File: config.mk
export PLATFORM = sky130hd
export DESIGN_NAME = i2c_sclgen
export DESIGN_NICKNAME = d
export VERILOG_FILES = /design/src/rtl/sclgen_pkg.sv /design/src/rtl/sclgen_prescaler.sv /design/src/rtl/sclgen_sync.sv /design/src/rtl/sclgen_phase.sv /design/src/rtl/i2c_sclgen.sv
export SDC_FILE = /design/constraint.sdc
export NUM_CORES = 1
export LEC_CHECK = 0
export BUFFER_PORTS_ARGS = -buffer_cell sky130_fd_sc_hd__buf_2
export CORE_ASPECT_RATIO = 0.5
export CORE_UTILIZATION = 55
export CTS_CLUSTER_DIAMETER = 150
export DETAILED_ROUTE_END_ITERATION = 10
export HOLD_SLACK_MARGIN = 0.12
export PLACE_DENSITY = 0.79
export SETUP_SLACK_MARGIN = 0.05
export SKIP_LAST_GASP = 1
export SYNTH_ARGS = -nofsm -noshare
export SYNTH_HDL_FRONTEND = slang
export SYNTH_SLANG_ARGS = --single-unit
File: constraint.sdc
create_clock -name clk -period 10.4 [get_ports clk]
set_clock_uncertainty 0.1 [all_clocks]
set_input_delay 2.08 -clock clk [delete_from_list [all_inputs] [get_ports clk]]
set_output_delay 2.08 -clock clk [all_outputs]
set_load 0.01 [all_outputs]
File: src/rtl/sclgen_pkg.sv
package sclgen_pkg;

  typedef enum logic [1:0] {
    PH_OFF  = 2'd0,
    PH_LOW  = 2'd1,
    PH_HIGH = 2'd2
  } phase_e;

  // Module clock out of band when src/div < lo or src/div > hi.
  function automatic logic rate_out_of_band(input longint unsigned src_hz,
                                            input longint unsigned lo_hz,
                                            input longint unsigned hi_hz,
                                            input longint unsigned div);
    return (src_hz < lo_hz * div) || (src_hz > hi_hz * div);
  endfunction

endpackage

File: src/rtl/sclgen_prescaler.sv
module sclgen_prescaler
  import sclgen_pkg::*;
#(
  parameter int              PSC_W  = 8,
  parameter longint unsigned CLK_HZ = 64'd100_000_000,
  parameter longint unsigned MIN_HZ = 64'd6_700_000,
  parameter longint unsigned MAX_HZ = 64'd13_300_000
) (
  input  logic             clk,
  input  logic             rst_n,
  input  logic             mod_en,
  input  logic             run,
  input  logic [PSC_W-1:0] psc_val,
  output logic             mce,
  output logic             psc_bad
);

  logic [PSC_W-1:0] psc_lat, psc_lat_nxt;
  logic [PSC_W-1:0] pcnt, pcnt_nxt;
  logic             lat_en;
  logic             wrap;

  assign lat_en = ~mod_en;
  assign wrap   = (pcnt == psc_lat);
  assign mce    = run & wrap;

  always_comb begin
    psc_lat_nxt = psc_lat;
    if (lat_en) psc_lat_nxt = psc_val;
  end

  always_comb begin
    if (!mod_en || !run) pcnt_nxt = '0;
    else if (wrap)       pcnt_nxt = '0;
    else                 pcnt_nxt = pcnt + 1'b1;
  end

  always_ff @(posedge clk or negedge rst_n) begin
    if (!rst_n) begin
      psc_lat <= '0;
      pcnt    <= '0;
    end else begin
      psc_lat <= psc_lat_nxt;
      pcnt    <= pcnt_nxt;
    end
  end

  always_comb begin
    psc_bad = rate_out_of_band(CLK_HZ, MIN_HZ, MAX_HZ,
                               longint'(psc_lat) + 64'd1);
  end

  // captured prescale frozen after any cycle with the block running
  assert_psc_frozen_R3: assert property (@(posedge clk) disable iff (!rst_n)
    $past(mod_en) |-> $stable(psc_lat));

  // divider count never passes the latched limit
  assert_pcnt_bound_R2: assert property (@(posedge clk) disable iff (!rst_n)
    pcnt <= psc_lat);

endmodule

File: src/rtl/sclgen_sync.sv
module sclgen_sync #(
  parameter int STAGES = 2
) (
  input  logic clk,
  input  logic rst_n,
  input  logic d,
  output logic q
);

  logic [STAGES-1:0] sr, sr_nxt;

  generate
    if (STAGES == 1) begin : g_one
      always_comb sr_nxt = d;
    end else begin : g_many
      always_comb sr_nxt = {sr[STAGES-2:0], d};
    end
  endgenerate

  always_ff @(posedge clk or negedge rst_n) begin
    if (!rst_n) sr <= '1;
    else        sr <= sr_nxt;
  end

  assign q = sr[STAGES-1];

endmodule

File: src/rtl/sclgen_phase.sv
module sclgen_phase
  import sclgen_pkg::*;
#(
  parameter int CNT_W = 16
) (
  input  logic             clk,
  input  logic             rst_n,
  input  logic             mod_en,
  input  logic             mce,
  input  logic             scl_hi,
  input  logic [CNT_W-1:0] low_cnt,
  input  logic [CNT_W-1:0] high_cnt,
  output logic             scl_oe,
  output logic             tick,
  output logic             run
);

  localparam int CW = CNT_W + 1;

  phase_e        st, st_nxt;
  logic [CW-1:0] cnt, cnt_nxt;
  logic          tick_nxt;
  logic [CW-1:0] low_lim, high_lim;

  assign low_lim  = {1'b0, low_cnt}  + CW'(4);
  assign high_lim = {1'b0, high_cnt} + CW'(4);

  always_comb begin
    st_nxt   = st;
    cnt_nxt  = cnt;
    tick_nxt = 1'b0;
    if (!mod_en) begin
      st_nxt  = PH_OFF;
      cnt_nxt = '0;
    end else begin
      case (st)
        PH_OFF: begin
          st_nxt   = PH_LOW;
          cnt_nxt  = '0;
          tick_nxt = 1'b1;
        end
        PH_LOW: begin
          if (mce) begin
            if (cnt >= low_lim) begin
              st_nxt  = PH_HIGH;
              cnt_nxt = '0;
            end else begin
              cnt_nxt = cnt + 1'b1;
            end
          end
        end
        PH_HIGH: begin
          if (mce && scl_hi) begin
            if (cnt >= high_lim) begin
              st_nxt   = PH_LOW;
              cnt_nxt  = '0;
              tick_nxt = 1'b1;
            end else begin
              cnt_nxt = cnt + 1'b1;
            end
          end
        end
        default: begin
          st_nxt  = PH_OFF;
          cnt_nxt = '0;
        end
      endcase
    end
  end

  always_ff @(posedge clk or negedge rst_n) begin
    if (!rst_n) begin
      st   <= PH_OFF;
      cnt  <= '0;
      tick <= 1'b0;
    end else begin
      st   <= st_nxt;
      cnt  <= cnt_nxt;
      tick <= tick_nxt;
    end
  end

  assign scl_oe = (st == PH_LOW);
  assign run    = (st != PH_OFF);

  // a low bus line freezes the high-phase count
  assert_stretch_hold_R6: assert property (@(posedge clk) disable iff (!rst_n)
    (st == PH_HIGH && !scl_hi && mod_en) |=> (st == PH_HIGH && $stable(cnt)));

  // disabling releases the line and clears the count
  assert_off_idle_R8: assert property (@(posedge clk) disable iff (!rst_n)
    !mod_en |=> (st == PH_OFF && cnt == '0 && !tick));

  // the tick never lasts two cycles
  assert_tick_single_R7: assert property (@(posedge clk) disable iff (!rst_n)
    tick |=> !tick);

endmodule

File: src/rtl/i2c_sclgen.sv
module i2c_sclgen
  import sclgen_pkg::*;
#(
  parameter int              PSC_W    = 8,
  parameter int              CNT_W    = 16,
  parameter int              SYNC_STG = 2,
  parameter longint unsigned CLK_HZ   = 64'd100_000_000,
  parameter longint unsigned MIN_HZ   = 64'd6_700_000,
  parameter longint unsigned MAX_HZ   = 64'd13_300_000
) (
  input  logic             clk,
  input  logic             rst_n,
  input  logic             mod_en,
  input  logic [PSC_W-1:0] psc_val,
  input  logic [CNT_W-1:0] low_cnt,
  input  logic [CNT_W-1:0] high_cnt,
  input  logic             scl_in,
  output logic             scl_oe,
  output logic             bit_tick,
  output logic             psc_bad
);

  logic [1:0] rst_sr;
  logic       rst_sn;
  logic       mce;
  logic       run;
  logic       scl_hi;

  always_ff @(posedge clk or negedge rst_n) begin
    if (!rst_n) rst_sr <= 2'b00;
    else        rst_sr <= {rst_sr[0], 1'b1};
  end
  assign rst_sn = rst_sr[1];

  sclgen_prescaler #(
    .PSC_W (PSC_W),
    .CLK_HZ(CLK_HZ),
    .MIN_HZ(MIN_HZ),
    .MAX_HZ(MAX_HZ)
  ) u_psc (
    .clk    (clk),
    .rst_n  (rst_sn),
    .mod_en (mod_en),
    .run    (run),
    .psc_val(psc_val),
    .mce    (mce),
    .psc_bad(psc_bad)
  );

  sclgen_sync #(
    .STAGES(SYNC_STG)
  ) u_sync (
    .clk  (clk),
    .rst_n(rst_sn),
    .d    (scl_in),
    .q    (scl_hi)
  );

  sclgen_phase #(
    .CNT_W(CNT_W)
  ) u_phase (
    .clk     (clk),
    .rst_n   (rst_sn),
    .mod_en  (mod_en),
    .mce     (mce),
    .scl_hi  (scl_hi),
    .low_cnt (low_cnt),
    .high_cnt(high_cnt),
    .scl_oe  (scl_oe),
    .tick    (bit_tick),
    .run     (run)
  );

  // the tick only appears while the line is being pulled low
  assert_tick_pulls_R7: assert property (@(posedge clk) disable iff (!rst_sn)
    bit_tick |-> scl_oe);

  // nothing is pulled low while the internal reset holds
  assert_reset_release_R1: assert property (@(posedge clk)
    !rst_sn |-> (!scl_oe && !bit_tick));

endmodule

==> results.toml, run 1 <==
[timing]
slew_headroom_pct = 15.8
tightest_slew_ns = 1.25
finalSetupViolCount = 0
finalHoldViolCount = 0
drv_slew = 0
period_share_pct = 94.2
fmax_mhz = 102
period_needed_ns = 9.79
rsz0062_at_grt = "no"
finalSetupTns_ns = 0

[synthesis]
synth_area_leader_cell = "ha_1"
synth_edf_count = 0
synth-async-reset-ratio_pct = 100
ys_types = 70
syn_area_per_cell_sq_um = 8.41
synth_nets = 1345
syn_area_sq_mm = 0.00900
synthCells = 1070
yosysWarnings = 0
synth_area_leaders = "ha_1 (21%), fa_1 (18%), dfrtp_1 (11%)"
netlist.area_leader.share_pct = 21.0
ys_ff_latch = 40
synthFlopType = "dfrtp_1"
seq_area_frac_synth_pct = 11.2

[global_route]
antenna_found_initial = 3
grt_max_degree = 39
grt-ovfl-total = 0
grt_pass1_wl_um = 36400
grt_pass1_vias = 7661
grt_use_total_pct = 26.3

[run_status]
outcome = "completed"

[routing]
avgRoutedWirePerCell_um = 16.1
drt_pass1_iterations = 7
drtAntennaViolNets = 0
vias_per_cell = 5.95
drcViolationCount = 0
vias = 7843
drt-total-wl_um = 21200
first_iter_violations = 579

[floorplan]
core-area_sq_mm = 0.0157
initial_core_util_pct = 57.3
rows = 32
die_y_um = 92.4
die_area_sq_mm = 0.0169
num_io_pins = 47
fp.dieW_um = 183

[clocking]
htree_levels = 2
postCtsHoldBufs = 0
cts-root-buf = "clkbuf_16"
post_cts_buffers = 0
cts_tree = "yes"
cts_buffer_depth = 2
cts_buffers = 5
cts_resized = 0
cts_sinks = 40
clk_latency_ns = 0.28
clk_pin_slew_ns = 0.06

[layout]
nNetsFinal = 1371
utilization_pct = 60.9
drive_gt1_share_pct = 7.29
area_delta_synth_final_pct = 6.20

[critical_path]
cpMaxStageDelayCell = "dfrtp_1"
crit_type = "reg2out"
path_cells = "nand3_1, nor3_1, xor2_1, inv_1, fa_1, inv_1, fa_1, fa_1, inv_1, fa_1, inv_1, ha_1, a21o_1, o41ai_2, o21ai_1, a211oi_1, o21ai_0, xnor2_1, a2111oi_0, nand4_1, buf_2"
endpoint_kind = "output pin"
startpoint_type = "register"
arrival_ns = 7.61
cp.required_ns = 8.22
cp_max_fo = 14
reg2regPathDepth = 11
slowest_delay_ns = 0.69

[place]
portBuffers = 46
place.gp.congestion = 0.964
hpwl_um = 17800

[run]
maxCapViolCount = 0

[min_path]
holdCritPathClass = "reg2async"
==> path summary, 6_finish.rpt <==
check | slack, ns | end | from
worst min register to register | 0.19 | u_psc.pcnt[6] | rst_sr[1]
min in group clk | 0.26 | u_sync.sr[1] | u_sync.sr[0]
max in group asynchronous | 8.63 | rst_sr[0] | rst_n
worst max register to register | 7.03 | u_phase.cnt[5] | u_phase.cnt[0]
worst max-delay path | 0.61 | psc_bad | u_psc.psc_lat[0]
worst min-delay path | 0.19 | u_psc.pcnt[6] | rst_sr[1]
==> logic make-up after synthesis <==
group / count (synthesis) / synth area share, %
DFF: 40 / 11.2
xor gates and xnor gates: 70 / 6.82
buffers and inverters: 214 / 9.00
muxes: 12 / 1.47
adders and majority gates: 231 / 38.8
AOI/OAI and AO/OA: 240 / 17.9
other: 1 / 0.0417
and+or+nand+nor: 262 / 14.8
==> cell usage after synthesis (3+ instances only) <==
cell / n
nand4b_1: 3
o21ai_1: 3
inv_1: 183
fa_1: 80
ha_1: 151
nand2b_1: 6
nor2_1: 56
or4_1: 3
a2111oi_0: 3
o41ai_1: 5
o32ai_1: 3
buf_2: 5
xor2_1: 36
a211oi_1: 12
nand3b_1: 3
and3_1: 23
o211ai_1: 8
clkbuf_1: 25
a31oi_1: 13
a22o_1: 14
nand3_1: 40
a211o_1: 5
nand4_1: 16
mux2_2: 10
o21ai_0: 46
o21a_1: 8
a311oi_1: 3
nand2_1: 60
nor2b_1: 17
nor4_1: 5
and4_1: 5
a21oi_1: 56
nor3_1: 14
or2_2: 3
dfrtp_1: 38
a21o_1: 30
o2111ai_1: 3
xnor2_1: 34
==> cell type report <==
type,count,area [sq um]
Multi-Input combinational cell,816,7180
Clock buffer,6,129
Tap cell,221,277
Antenna cell,1,2.50
Fill cell,1335,6140
Sequential cell,40,1000
Timing Repair Buffer,50,260
Clock inverter,2,12.5
Inverter,183,687
==> flip-flops by register name (all words and copies together), names as in the netlist <==
register,count
u_psc.pcnt,8
u_phase.st,2
rst_sr,2
u_sync.sr,2
u_psc.psc_lat,8
u_phase.cnt,17
u_phase.tick,1
==> layout by cell type, fill, tap and decap left out, types with 12 or more instances in the layout <==
cell / n
a211oi_1: 12
nor2b_1: 17
a21o_1: 30
xor2_1: 36
ha_1: 151
nand3_1: 40
xnor2_1: 34
and3_1: 23
inv_1: 183
a31oi_1: 13
dfrtp_1: 38
a22o_1: 14
a21oi_1: 56
nand2_1: 60
buf_2: 46
nand4_1: 16
nor3_1: 14
fa_1: 80
nor2_1: 56
o21ai_0: 46
==> through the flow <==
| step | hold slack, ns | cell area, sq um | instances | worst slack (ns) |
|---|---|---|---|---|
| floorplan | 0.231 | 9000 | 1070 | 1.77 |
| global placement | 0.202 | 9410 | 1310 | 1.19 |
| detailed placement | 0.207 | 9410 | 1310 | 0.975 |
| CTS | 0.212 | 9550 | 1318 | 0.660 |
| global route | 0.255 | 9550 | 1319 | 0.151 |
| finish | 0.187 | 9550 | 1319 | 0.605 |
==> routing by layer <==
| layer | share of wire, % | vias to the layer above | GRT usage [%] |
|---|---|---|---|
| met1 | 45 | 3777 | 34.3 |
| met5 | 0.052 | - | 0 |
| met4 | 2.0 | 2 | 6.94 |
| li1 | - | 3750 | - |
| met3 | 5.4 | 37 | 3.03 |
| met2 | 48 | 277 | 46.5 |
==> critical path, delay by kind of cell, from the launching register on <==
family                   cells  cell delay [ns]
AO/OA/AOI/OAI                6             1.92
flip-flops                   1             0.69
buffers and inverters        5             0.64
XOR/XNOR                     2             0.77
AND/OR/NAND/NOR              3             0.82
adder cells (fa/ha/maj)      5             2.48
Power of run 1 is not shown: default switching activity piles up to over one toggle a cycle in this logic, so the estimate is an artifact.
==> run 2: changes to the inputs <==
- BUFFER_PORTS_ARGS: -buffer_cell sky130_fd_sc_hd__buf_2 -> -buffer_cell sky130_fd_sc_hd__buf_4
==> run 2 against run 1 <==
Compared with the run above: setup slack worse by 0.012 ns; register-to-register slack worse by 0.04 ns; core utilization is 0.77 points higher; count of clock-buffer cells in the layout stayed put; fmax is 0.12% lower; design area is 1.3% higher; via count hardly changed.
==> results.toml, run 2 (synthesis gave the netlist of run 1 again) <==
[global_route]
antenna_found_initial = 0
grt_max_degree = 39
grt-ovfl-total = 0
grt_pass1_wl_um = 37500
grt_use_total_pct = 27.0
grt_pass1_vias = 7855

[critical_path]
crit_type = "reg2out"
regToRegEndpoint = "u_phase.cnt[2]"
endpoint_kind = "output pin"
critPathTopFamily = "adder cells"
cp_max_fo = 14
slowest_delay_ns = 0.58
cpMaxStageDelayCell = "dfrtp_1"
r2r-start = "u_phase.cnt[0]"
path_cells = "ha_1, nand2_1, nor2_1, xnor2_1, inv_1, fa_1, inv_1, fa_1, fa_1, inv_1, fa_1, inv_1, ha_1, a21o_1, o41ai_2, o21ai_1, a211oi_1, o21ai_0, xnor2_1, a2111oi_0, nand4_1, buf_4"
critPathBufInv = 5
reg2regPathDepth = 11
arrival_ns = 7.63
cp.required_ns = 8.22
startpoint_type = "register"
ff2ff_setup_slack_ns = 6.99

[run_status]
outcome = "completed"

[routing]
drt_pass1_iterations = 6
first_iter_violations = 481
avgRoutedWirePerCell_um = 16.3
drtAntennaViolNets = 0
vias = 7842
drt-total-wl_um = 21500
vias_per_cell = 5.95
drcViolationCount = 0

[clocking]
post_cts_buffers = 0
clk_pin_slew_ns = 0.06
cts_buffer_depth = 2
clk_latency_ns = 0.28
htree_levels = 2
postCtsHoldBufs = 0
cts_tree = "yes"
cts-root-buf = "clkbuf_16"
cts_buffers = 5
cts_sinks = 40

[place]
dp_slack_ns = 0.897
place_inst = 1310
place_area_sq_mm = 0.00953
place.gp.congestion = 0.908
portBuffers = 46
hpwl_um = 17800

[min_path]
holdCritPathClass = "reg2async"

[timing]
finalHoldViolCount = 0
tightest_slew_ns = 1.20
setup_slack_ns = 0.594
finalSetupTns_ns = 0
finalSetupViolCount = 0
rsz0062_at_grt = "no"
drv_slew = 0
period_share_pct = 94.3
fmax_mhz = 102
slew_headroom_pct = 19.2
period_needed_ns = 9.81

[floorplan]
die_y_um = 92.4
rows = 32
fp.dieW_um = 183
core-area_sq_mm = 0.0157
initial_core_util_pct = 57.3
die_area_sq_mm = 0.0169
num_io_pins = 47

[layout]
instances_no_fill = 1318
fin_area_sq_mm = 0.00967
final_common_cell = "inv_1"
regArea_sq_mm = 0.00100
area_delta_synth_final_pct = 7.54
n_fill_cell = 1378
top_regs = "u_phase.cnt (17), u_psc.pcnt (8), u_psc.psc_lat (8)"
nNetsFinal = 1371
multiInputGateArea_sq_mm = 0.00719
num_antenna_cells = 0
largest_reg_flops = 17
drive_gt1_share_pct = 7.38
mostFrequentLayoutCells = "inv_1 (183), ha_1 (151), fa_1 (80)"
top_register = "u_phase.cnt"

[run]
maxCapViolCount = 0
-- run 2: cell count changes in the layout (fill, tap and decap cells not counted) --
cell,change
buf_2,-46
buf_4,+46
diode_2,-1
xor2_1,-1
xor2_2,+1
-- run 2: worst max-delay path by stage --
stage	from	endpoint	slack (ns)	cells after the start
final	u_psc.psc_lat[0]	psc_bad	0.59	22
after global routing	u_psc.psc_lat[0]	psc_bad	0.09	22
after CTS	u_psc.psc_lat[0]	psc_bad	0.57	21
after detailed placement	u_psc.psc_lat[0]	psc_bad	0.90	21
after global placement	u_psc.psc_lat[0]	psc_bad	1.23	22
after floorplan	u_psc.psc_lat[0]	psc_bad	1.77	22
-- run 2: per-stage QoR --
stage,hold slack (ns),util (%)
6_report,0.193,61.6
3_3_place_gp,0.202,60.7
2_1_floorplan,0.231,-
5_1_grt,0.254,61.6
3_5_place_dp,0.209,60.7
4_1_cts,0.217,61.6
-- run 2: area by class of cell --
type / instances / area share, %
clock buffer: 6 / 1.33
clock inverter: 2 / 0.129
inverter: 183 / 7.10
multi-input combinational: 816 / 74.3
sequential: 40 / 10.4
tap: 221 / 2.86
timing repair buffer: 50 / 3.88
-- run 2: repair_timing --
item                       in CTS  in global routing
resized for setup               0                  1
hold endpoints to repair        0                  0
setup endpoints to repair       0                  1
-- run 2: routing by layer --
layer | up-vias | GRT usage (%) | wire length, um
met1 | 3733 | 35.4 | 9640
met4 | 0 | 8.33 | 573
met5 | - | 0 | 0
met2 | 306 | 47.0 | 10000
li1 | 3752 | - | -
met3 | 51 | 3.07 | 1310
Power of run 2 is left out for the same reason.
==> run 3: changes to the inputs <==
==> constraint.sdc (replaced) <==
create_clock -name clk -period 10.4 [get_ports clk]
set_clock_uncertainty 0.1 [all_clocks]
set_input_delay 1.56 -clock clk [delete_from_list [all_inputs] [get_ports clk]]
set_output_delay 1.56 -clock clk [all_outputs]
set_load 0.01 [all_outputs]
==> run 3 against run 2 <==
Compared with the run above: core utilization about the same; cell count unchanged; non-clock buffer count unchanged; design area about the same; critical path depth decreased by 1; via count decreased by 1.6%; highest routed layer unchanged.
==> results.toml, run 3 (synthesis gave the netlist of run 1 again) <==
[critical_path]
endpoint_kind = "output pin"
reg2regPathDepth = 11
arrival_ns = 7.65
r2r-start = "u_phase.cnt[0]"
ff2ff_setup_slack_ns = 7.00
crit_type = "reg2out"
cp_max_fo = 14
cp.required_ns = 8.74
regToRegEndpoint = "u_phase.cnt[0]"
startpoint_type = "register"

[layout]
area_delta_synth_final_pct = 7.45
multiInputGateArea_sq_mm = 0.00718
regArea_sq_mm = 0.00100
final_common_cell = "inv_1"
drive_gt1_share_pct = 7.29
num_antenna_cells = 0
mostFrequentLayoutCells = "inv_1 (183), ha_1 (151), fa_1 (80)"
n_fill_cell = 1361
nNetsFinal = 1371
top_regs = "u_phase.cnt (17), u_psc.pcnt (8), u_psc.psc_lat (8)"
top_register = "u_phase.cnt"
largest_reg_flops = 17

[clocking]
htree_levels = 2
clk_pin_slew_ns = 0.06
cts_resized = 0
cts_tree = "yes"
post_cts_buffers = 0
cts-root-buf = "clkbuf_16"
cts_buffers = 5
clk_latency_ns = 0.28
postCtsHoldBufs = 0
cts_sinks = 40
cts_buffer_depth = 2

[routing]
drt_pass1_iterations = 5
first_iter_violations = 421
avgRoutedWirePerCell_um = 16.3
vias = 7714
drcViolationCount = 0
drtAntennaViolNets = 0
vias_per_cell = 5.85
drt-total-wl_um = 21400

[timing]
tightest_slew_ns = 0.945
period_share_pct = 89.6
fmax_mhz = 107
slew_headroom_pct = 36.5
finalSetupViolCount = 0
period_needed_ns = 9.31
rsz0062_at_grt = "no"
finalSetupTns_ns = 0
drv_slew = 0
finalHoldViolCount = 0

[floorplan]
die_y_um = 92.4
die_area_sq_mm = 0.0169
core-area_sq_mm = 0.0157
fp.dieW_um = 183
initial_core_util_pct = 57.3
num_io_pins = 47
rows = 32

[global_route]
grt-ovfl-total = 0
grt_pass1_vias = 7946
grt_pass1_wl_um = 37200
antenna_found_initial = 0
grt_max_degree = 39
grt_use_total_pct = 26.8

[place]
portBuffers = 46
hpwl_um = 18000
place.gp.congestion = 0.917

[run]
maxCapViolCount = 0

[run_status]
outcome = "completed"

[min_path]
holdCritPathClass = "reg2async"
[run 3: routing by layer]
metal / GRT usage (%) / vias to the layer above / share of wire (%)
met4: 6.74 / 0 / 1.8
met1: 34.5 / 3671 / 45
met3: 4.01 / 38 / 5.7
met5: 0 / - / 0
li1: - / 3759 / -
met2: 47.4 / 246 / 48
[run 3: stage by stage]
stage	instance area, sq um	utilization [%]	worst slack, ns	hold slack [ns]	std cells
floorplan	9000	-	2.29	0.231	1070
global placement	9530	60.7	1.73	0.204	1310
detailed placement	9530	60.7	1.45	0.216	1310
CTS	9670	61.6	1.11	0.221	1318
global route	9670	61.6	0.482	0.254	1318
finish	9670	61.6	1.09	0.191	1318
[run 3: worst max-delay path by stage]
stage	start	to
6_report	u_psc.psc_lat[0]	psc_bad
2_1_floorplan	u_psc.psc_lat[0]	psc_bad
3_3_place_gp	u_psc.psc_lat[0]	psc_bad
3_5_place_dp	u_psc.psc_lat[0]	psc_bad
5_1_grt	u_psc.psc_lat[0]	psc_bad
4_1_cts	u_psc.psc_lat[0]	psc_bad
[run 3: area by class of cell]
| class | instances | area share, % |
|---|---|---|
| inverters | 183 | 7.11 |
| well taps | 221 | 2.86 |
| multi-input cells | 816 | 74.3 |
| repair buffers | 50 | 3.88 |
| flip-flops and latches | 40 | 10.4 |
| clock inverters | 2 | 0.129 |
| clock buffers | 6 | 1.33 |
[run 3: worst max-delay path: stages (launching register included)]
cell	delay, ns
dfrtp_1	0.69
nand3_1	0.25
nor3_1	0.33
xor2_1	0.62
inv_1	0.17
fa_1	0.55
inv_1	0.23
fa_1	0.49
fa_1	0.55
inv_1	0.06
fa_1	0.53
inv_1	0.04
ha_1	0.38
a21o_1	0.22
o41ai_2	0.48
o21ai_1	0.25
a211oi_1	0.36
o21ai_0	0.27
xnor2_1	0.19
a2111oi_0	0.39
nand4_1	0.17
buf_4	0.17
Power of run 3 is left out for the same reason.
